[src/rtl/adc_rank_sequencer.sv]
module adc_rank_sequencer #(
  parameter int NUM_CH   = 19,
  parameter int CH_W     = 5,
  parameter int NUM_RANK = 16,
  parameter int ADC_W    = 12,
  parameter int DATA_W   = 16,
  parameter int SMP_W    = 3,
  parameter int DISC_W   = 3,
  parameter int CNT_W    = 9,
  localparam int RANK_W  = $clog2(NUM_RANK)
) (
  input  logic              clk,
  input  logic              rst_n,
  input  logic              cfg_scan,
  input  logic              cfg_cont,
  input  logic              cfg_disc,
  input  logic [DISC_W-1:0] cfg_disc_len,
  input  logic [RANK_W-1:0] cfg_seq_len,
  input  logic [1:0]        cfg_res,
  input  logic              cfg_left,
  input  logic              cfg_eoc_each,
  input  logic [1:0]        cfg_edge,
  input  logic              rank_wr,
  input  logic [RANK_W-1:0] rank_idx,
  input  logic [CH_W-1:0]   rank_ch,
  input  logic              smp_wr,
  input  logic [CH_W-1:0]   smp_ch,
  input  logic [SMP_W-1:0]  smp_code,
  input  logic              sw_start,
  input  logic              ext_trig,
  input  logic              stop_req,
  input  logic              eoc_clr,
  input  logic              ovr_clr,
  input  logic [ADC_W-1:0]  conv_raw,
  output logic [CH_W-1:0]   conv_chan,
  output logic              conv_sample,
  output logic              conv_convert,
  output logic [DATA_W-1:0] data_out,
  output logic              eoc,
  output logic              ovr,
  output logic              busy
);
  localparam int PAD = DATA_W - ADC_W;

  typedef enum logic [1:0] {ST_IDLE, ST_SMP, ST_CNV} st_t;

  st_t               st;
  logic [CNT_W-1:0]  cnt;
  logic [RANK_W-1:0] rank_ptr;
  logic [DISC_W-1:0] chunk;
  logic              stop_pend;
  logic              ext_q;
  logic [CH_W-1:0]   rank_tbl [NUM_RANK];
  logic [SMP_W-1:0]  smp_tbl  [NUM_CH];

  function automatic logic [CNT_W-1:0] smp_clocks(input logic [SMP_W-1:0] code);
    case (code)
      3'd0:    smp_clocks = CNT_W'(3);
      3'd1:    smp_clocks = CNT_W'(15);
      3'd2:    smp_clocks = CNT_W'(28);
      3'd3:    smp_clocks = CNT_W'(56);
      3'd4:    smp_clocks = CNT_W'(84);
      3'd5:    smp_clocks = CNT_W'(112);
      3'd6:    smp_clocks = CNT_W'(144);
      default: smp_clocks = CNT_W'(480);
    endcase
  endfunction

  function automatic logic [CNT_W-1:0] proc_clocks(input logic [1:0] res);
    case (res)
      2'd0:    proc_clocks = CNT_W'(12);
      2'd1:    proc_clocks = CNT_W'(11);
      2'd2:    proc_clocks = CNT_W'(9);
      default: proc_clocks = CNT_W'(7);
    endcase
  endfunction

  logic              disc_on, last, chunk_end, done_ev, trig, abort;
  logic [RANK_W-1:0] eff_last, ptr_inc, sel_ptr;
  logic [CH_W-1:0]   sel_ch;
  logic [SMP_W-1:0]  sel_code;
  logic [DATA_W-1:0] ext_raw, fmt_word;

  assign disc_on   = cfg_disc & cfg_scan & ~cfg_cont;
  assign eff_last  = cfg_scan ? cfg_seq_len : '0;
  assign last      = (rank_ptr == eff_last);
  assign chunk_end = disc_on & (chunk == cfg_disc_len);
  assign ptr_inc   = last ? '0 : rank_ptr + 1'b1;
  assign sel_ptr   = (st == ST_IDLE) ? rank_ptr : ptr_inc;
  assign sel_ch    = rank_tbl[sel_ptr];
  assign sel_code  = (sel_ch < CH_W'(NUM_CH)) ? smp_tbl[sel_ch] : '0;
  assign done_ev   = (st == ST_CNV) && (cnt == '0);
  assign abort     = stop_pend | stop_req;
  assign trig      = (cfg_edge == 2'd0) ? sw_start
                   : ((cfg_edge[0] & ext_trig & ~ext_q) | (cfg_edge[1] & ~ext_trig & ext_q));

  assign ext_raw  = {{PAD{1'b0}}, conv_raw} >> (2 * int'(cfg_res));
  assign fmt_word = cfg_left ? (ext_raw << (PAD + 2 * int'(cfg_res))) : ext_raw;

  assign conv_sample  = (st == ST_SMP);
  assign conv_convert = (st == ST_CNV);
  assign busy         = (st != ST_IDLE);

  always_ff @(posedge clk) begin
    if (!rst_n) begin
      for (int i = 0; i < NUM_RANK; i++) rank_tbl[i] <= '0;
      for (int i = 0; i < NUM_CH; i++) smp_tbl[i] <= '0;
    end else begin
      if (rank_wr) rank_tbl[rank_idx] <= rank_ch;
      if (smp_wr && smp_ch < CH_W'(NUM_CH)) smp_tbl[smp_ch] <= smp_code;
    end
  end

  always_ff @(posedge clk) begin
    if (!rst_n) begin
      st        <= ST_IDLE;
      cnt       <= '0;
      rank_ptr  <= '0;
      chunk     <= '0;
      stop_pend <= 1'b0;
      ext_q     <= 1'b0;
      conv_chan <= '0;
      data_out  <= '0;
    end else begin
      ext_q <= ext_trig;
      case (st)
        ST_IDLE: begin
          stop_pend <= 1'b0;
          if (stop_req) begin
            rank_ptr <= '0;
            chunk    <= '0;
          end else if (trig) begin
            chunk     <= '0;
            conv_chan <= sel_ch;
            cnt       <= smp_clocks(sel_code) - 1'b1;
            st        <= ST_SMP;
          end
        end
        ST_SMP: begin
          if (stop_req) stop_pend <= 1'b1;
          if (cnt == '0) begin
            cnt <= proc_clocks(cfg_res) - 1'b1;
            st  <= ST_CNV;
          end else begin
            cnt <= cnt - 1'b1;
          end
        end
        default: begin
          if (stop_req) stop_pend <= 1'b1;
          if (cnt != '0) begin
            cnt <= cnt - 1'b1;
          end else begin
            data_out <= fmt_word;
            if (abort) begin
              st        <= ST_IDLE;
              rank_ptr  <= '0;
              chunk     <= '0;
              stop_pend <= 1'b0;
            end else if (last && !cfg_cont) begin
              st       <= ST_IDLE;
              rank_ptr <= '0;
              chunk    <= '0;
            end else if (!last && chunk_end) begin
              st       <= ST_IDLE;
              rank_ptr <= ptr_inc;
              chunk    <= '0;
            end else begin
              rank_ptr  <= ptr_inc;
              chunk     <= last ? '0 : chunk + 1'b1;
              conv_chan <= sel_ch;
              cnt       <= smp_clocks(sel_code) - 1'b1;
              st        <= ST_SMP;
            end
          end
        end
      endcase
    end
  end

  always_ff @(posedge clk) begin
    if (!rst_n) begin
      eoc <= 1'b0;
      ovr <= 1'b0;
    end else begin
      if (done_ev && (cfg_eoc_each || last)) eoc <= 1'b1;
      else if (eoc_clr)                      eoc <= 1'b0;
      if (done_ev && cfg_eoc_each && eoc && !eoc_clr) ovr <= 1'b1;
      else if (ovr_clr)                               ovr <= 1'b0;
    end
  end

  a_r7_sample_then_convert: assert property (@(posedge clk) disable iff (!rst_n)
    $fell(conv_sample) |-> conv_convert);

  a_r1_chan_held: assert property (@(posedge clk) disable iff (!rst_n)
    (conv_convert || (conv_sample && $past(conv_sample))) |-> $stable(conv_chan));

  a_r8_data_at_completion: assert property (@(posedge clk) disable iff (!rst_n)
    !$past(conv_convert) |-> $stable(data_out));

  a_r10_ovr_on_pending_eoc: assert property (@(posedge clk) disable iff (!rst_n)
    $rose(ovr) |-> ($past(eoc) && $past(cfg_eoc_each)));

  a_r9_seq_flag_at_end: assert property (@(posedge clk) disable iff (!rst_n)
    ($rose(eoc) && !$past(cfg_eoc_each)) |-> $past(rank_ptr == eff_last));

  a_r11_idle_stop_rewinds: assert property (@(posedge clk) disable iff (!rst_n)
    $past(stop_req && !busy) |-> (rank_ptr == '0));
endmodule

[config.mk]
export PLATFORM = sky130hd
export DESIGN_NAME = adc_rank_sequencer
export DESIGN_NICKNAME = d
export VERILOG_FILES = /design/src/rtl/adc_rank_sequencer.sv
export SDC_FILE = /design/constraint.sdc
export NUM_CORES = 1
export LEC_CHECK = 0
export BUFFER_PORTS_ARGS = -buffer_cell sky130_fd_sc_hd__clkbuf_2
export CAP_MARGIN = 30
export CORE_ASPECT_RATIO = 1.25
export CORE_UTILIZATION = 50
export DETAILED_ROUTE_END_ITERATION = 8
export GPL_TIMING_DRIVEN = 0
export HOLD_SLACK_MARGIN = 0.06
export MAX_ROUTING_LAYER = met4
export PLACE_DENSITY_LB_ADDON = 0.3
export RECOVER_POWER = 50
export REMOVE_ABC_BUFFERS = 1
export SYNTH_ARGS = -nofsm -noshare
export SYNTH_HDL_FRONTEND = slang
export SYNTH_SLANG_ARGS = --single-unit
[constraint.sdc]
create_clock -name clk -period 5.6 [get_ports clk]
set_clock_uncertainty 0.15 [all_clocks]
set_input_delay 0.28 -clock clk [delete_from_list [all_inputs] [get_ports clk]]
set_output_delay 0.28 -clock clk [all_outputs]
set_load 0.01 [all_outputs]
==> flow_metrics.py <==
metrics = {
    "finish": {
        "multi_input_area_um2": 5320,
        "design_area_um2": 12300,
        "nets": 1207,
        "regArea_um2": 5040,
        "final_util_pct": 59.2,
        "drive_gt1_share_pct": 16.1,
        "area_growth_pct": 16.1,
        "antenna-diode-count": 0,
        "fillers": 1753,
    },
    "yosys": {
        "ys_seq_elements": 183,
        "syn_area_per_cell_um2": 10.0,
        "synth_top_flop_cell": "edfxtp_1",
        "synthTopCellsByArea": "edfxtp_1 (39%), dfxtp_1 (8.7%), mux2i_1 (5.8%), and2_1 (5.4%), nor2_1 (4.3%)",
        "yosysWarningCount": 0,
        "yosysTopAreaCell": "edfxtp_1",
        "syn_inst": 1054,
        "async_flop_share_pct": 0,
        "syn_area_um2": 10600,
        "synth_enable_flop_cells": 137,
        "synth-seq-area-share_pct": 47.6,
        "ys_types": 85,
        "synth_top_area_share_pct": 38.9,
    },
    "timing": {
        "slew_viol_final": 0,
        "worst_slew_pin_slew_ns": 0.972,
        "fin_crit_ns": 5.42,
        "finalCritPeriodShare_pct": 96.8,
        "fin_hold_ws_ns": 0.104,
        "final_hold_viol_count": 0,
        "max_freq_mhz": 184,
        "relSlewSlack_pct": 34.5,
        "setup_viol_count_final": 0,
    },
    "run": {
        "maxCapViolations": 0,
    },
    "placed_design": {
        "dpl_cell_area_um2": 11200,
        "hpwl_mm": 17.8,
        "routabilityCongestion": 0.877,
        "io_buffer_count": 79,
    },
    "route": {
        "via_count": 8616,
        "vias_per_cell": 6.02,
        "ant_nets": 0,
        "routed_wl_mm": 27.4,
        "drtIter0Drc": 899,
        "route.detailed.wl_per_inst_um": 19.2,
        "drcViolationCount": 0,
        "first_pass_iters": 6,
    },
    "power_and_ir_drop": {
        "static-leakage-power_nw": 4.56,
        "vdd_drop_max_v": 0.000231,
        "powerDensity_nw_per_um2": 326,
        "power_w": 0.00400,
    },
    "global_route": {
        "grt_pass1_vias": 8315,
        "antenna_found_initial": 0,
        "grt_usage_pct": 26.4,
        "overflow": 0,
        "grt_max_degree": 83,
        "grt_pass1_wl_mm": 42.7,
    },
    "critical_path": {
        "startpoint_type": "flip-flop",
        "worstPathRequired_ns": 5.80,
        "cp_max_fo": 16,
        "ff2ff_setup_slack_ns": 0.18,
        "cpPeakStageDelay_ns": 0.43,
        "cp_slowest_cell": "dfxtp_4",
        "critPathCaptureType": "flip-flop",
        "worstPathCellList": "buf_16 -> ha_4 -> o21ai_1 -> a21oi_1 -> buf_4 -> a22oi_2 -> buf_4 -> nand2_4 -> a221oi_1 -> nor4_2 -> a311oi_4 -> buf_8 -> buf_16 -> mux2i_1 -> mux2i_1 -> mux2_2 -> a221oi_4 -> nand2_2 -> mux2_2 -> ha_1 -> nand2_1 -> a31oi_1 -> o211ai_1 -> o211a_1",
        "path_buf_inv": 5,
        "crit_family": "compound AO/OA/AOI/OAI gates",
        "worstPathArrival_ns": 5.62,
        "crit_type": "reg -> reg",
    },
    "cts": {
        "clock_latency_ns": 0.45,
        "cts.htree.levels": 4,
        "cts_tree": "yes",
        "cts.path.max_buffers": 2,
        "cts_made_buffers": 17,
        "path_clk_slew_ns": 0.08,
        "cts.sinks": 183,
        "ctsRootBufferMaster": "clkbuf_16",
    },
    "run_status": {
        "status": "completed",
    },
    "floorplanning": {
        "core.rowCount": 59,
        "dieArea_um2": 21700,
        "coreArea_um2": 20700,
        "fp.dieW_um": 132,
        "ios": 80,
        "initial_core_util_pct": 50.9,
        "die_height_um": 165,
    },
    "worst_hold_path": {
        "min_path_type": "in -> reg",
    },
}
final timing paths:
kind,startpoint,to,cells after the start
max,rank_ptr[1],cnt[2],24
min,conv_raw[7],data_out[11],3
max reg2reg,rank_ptr[1],cnt[2],24
min reg2reg,data_out[0],data_out[0],2
per-stage QoR:
step	instances	setup TNS, ns	setup WS [ns]
4_1_cts	1415	0	0.00978
6_report	1431	0	0.179
3_3_place_gp	1343	-45.80	-4.98
3_5_place_dp	1351	-11.08	-1.85
2_1_floorplan	990	-16.68	-2.45
5_1_grt	1431	-0.0415	-0.0415
flip-flops by register name, summed over array words and instances (netlist names):
register and flops:
st 2, stop_pend 1, cnt 9, smp_tbl 60
chunk 3, ovr 1, rank_tbl 80, ext_q 1
data_out 16, eoc 1, rank_ptr 4, conv_chan 5
metal layers:
layer,global-route usage (%),up-vias,wire length [µm]
met2,45.2,403,13700
met1,30.2,4081,11000
met3,4.27,78,1880
li1,-,4054,-
met4,12.7,0,837
met5,-,-,0
what timing repair did:
action / 4_1_cts / 5_1_grt
pin swaps: 9 / 6
hold buffers: 13 / 0
gates resized for setup: 15 / 11
setup buffers: 19 / 16
hold endpoints to repair: 15 / 0
setup endpoints to repair: 8 / 4
Yosys cell counts (all sizes together) (5+ instances only):
cell	count
o22ai	7
o211a	11
o221ai	10
a211oi	16
buf	18
or4	5
mux2i	62
clkbuf	48
nor3b	5
a32oi	6
nand4	6
nor3	19
edfxtp	137
nand2b	15
nand3	24
xor2	8
and3	14
a21boi	16
or3	7
and2	93
inv	11
a22oi	10
o2111ai	5
nor2b	31
mux2	16
a21oi	34
nor2	122
dfxtp	46
o211ai	5
a31oi	10
nor4	5
nand2	111
ha	9
a221oi	9
o21ai	46
cell families (layout without fill, tap and decap cells):
family / after synthesis / after routing / synth area share [%]
mux: 81 / 81 / 8.37
compound gates: 215 / 215 / 15.5
flops: 183 / 183 / 47.6
simple gates: 476 / 476 / 23.0
xor+xnor: 12 / 12 / 1.07
fa+ha+maj: 9 / 9 / 1.07
other cells: 1 / 3 / 0.0355
buf+inv: 77 / 178 / 3.35
cell usage in the layout (no fill, tap or decap), types with 5 or more instances in the layout:
cell           instances
o22ai_1                7
nor3_1                17
mux2_2                15
clkbuf_16             17
nand4_1                6
o2111ai_1              5
or4_1                  5
ha_1                   8
a22oi_1                7
inv_1                 11
a221oi_1               5
a21oi_1               32
and2_0                52
nand2_1              109
a211oi_1              16
o211ai_1               5
nor2b_1               30
a32oi_1                6
mux2i_1               61
a21boi_0              16
a31oi_1               10
o211a_1               11
dfxtp_1               42
nand2b_1              15
edfxtp_1             137
xor2_1                 7
and3_1                14
and2_1                41
clkbuf_1              25
nor2_1               119
o21ai_0               41
inv_8                  6
clkbuf_2              53
nand3_1               23
or3_1                  7
dlygate4sd3_1         13
buf_4                 32
nor3b_1                5
o221ai_1              10
power breakdown:
group / switching [W] / internal, W
clock: 0.000609 / 0.000606
sequential: 0.0000618 / 0.00154
combinational: 0.000695 / 0.000489
total: 0.00137 / 0.00264
tightest hold or removal path: cells and delay by family:
kind,cells,cell delay [ns]
and+or+nand+nor,1,0.16
buffers and inverters,1,0.12
AOI/OAI and AO/OA,1,0.08
area by class of cell:
| class | instances | share of cell area [%] |
|---|---|---|
| repair buffers | 135 | 7.61 |
| clock buffers | 17 | 3.47 |
| flip-flops and latches | 183 | 41.1 |
| multi-input cells | 796 | 43.3 |
| clock inverters | 15 | 1.40 |
| well taps | 274 | 2.79 |
| inverters | 11 | 0.336 |
No activity file was read; power rests on OpenSTA's default activity.
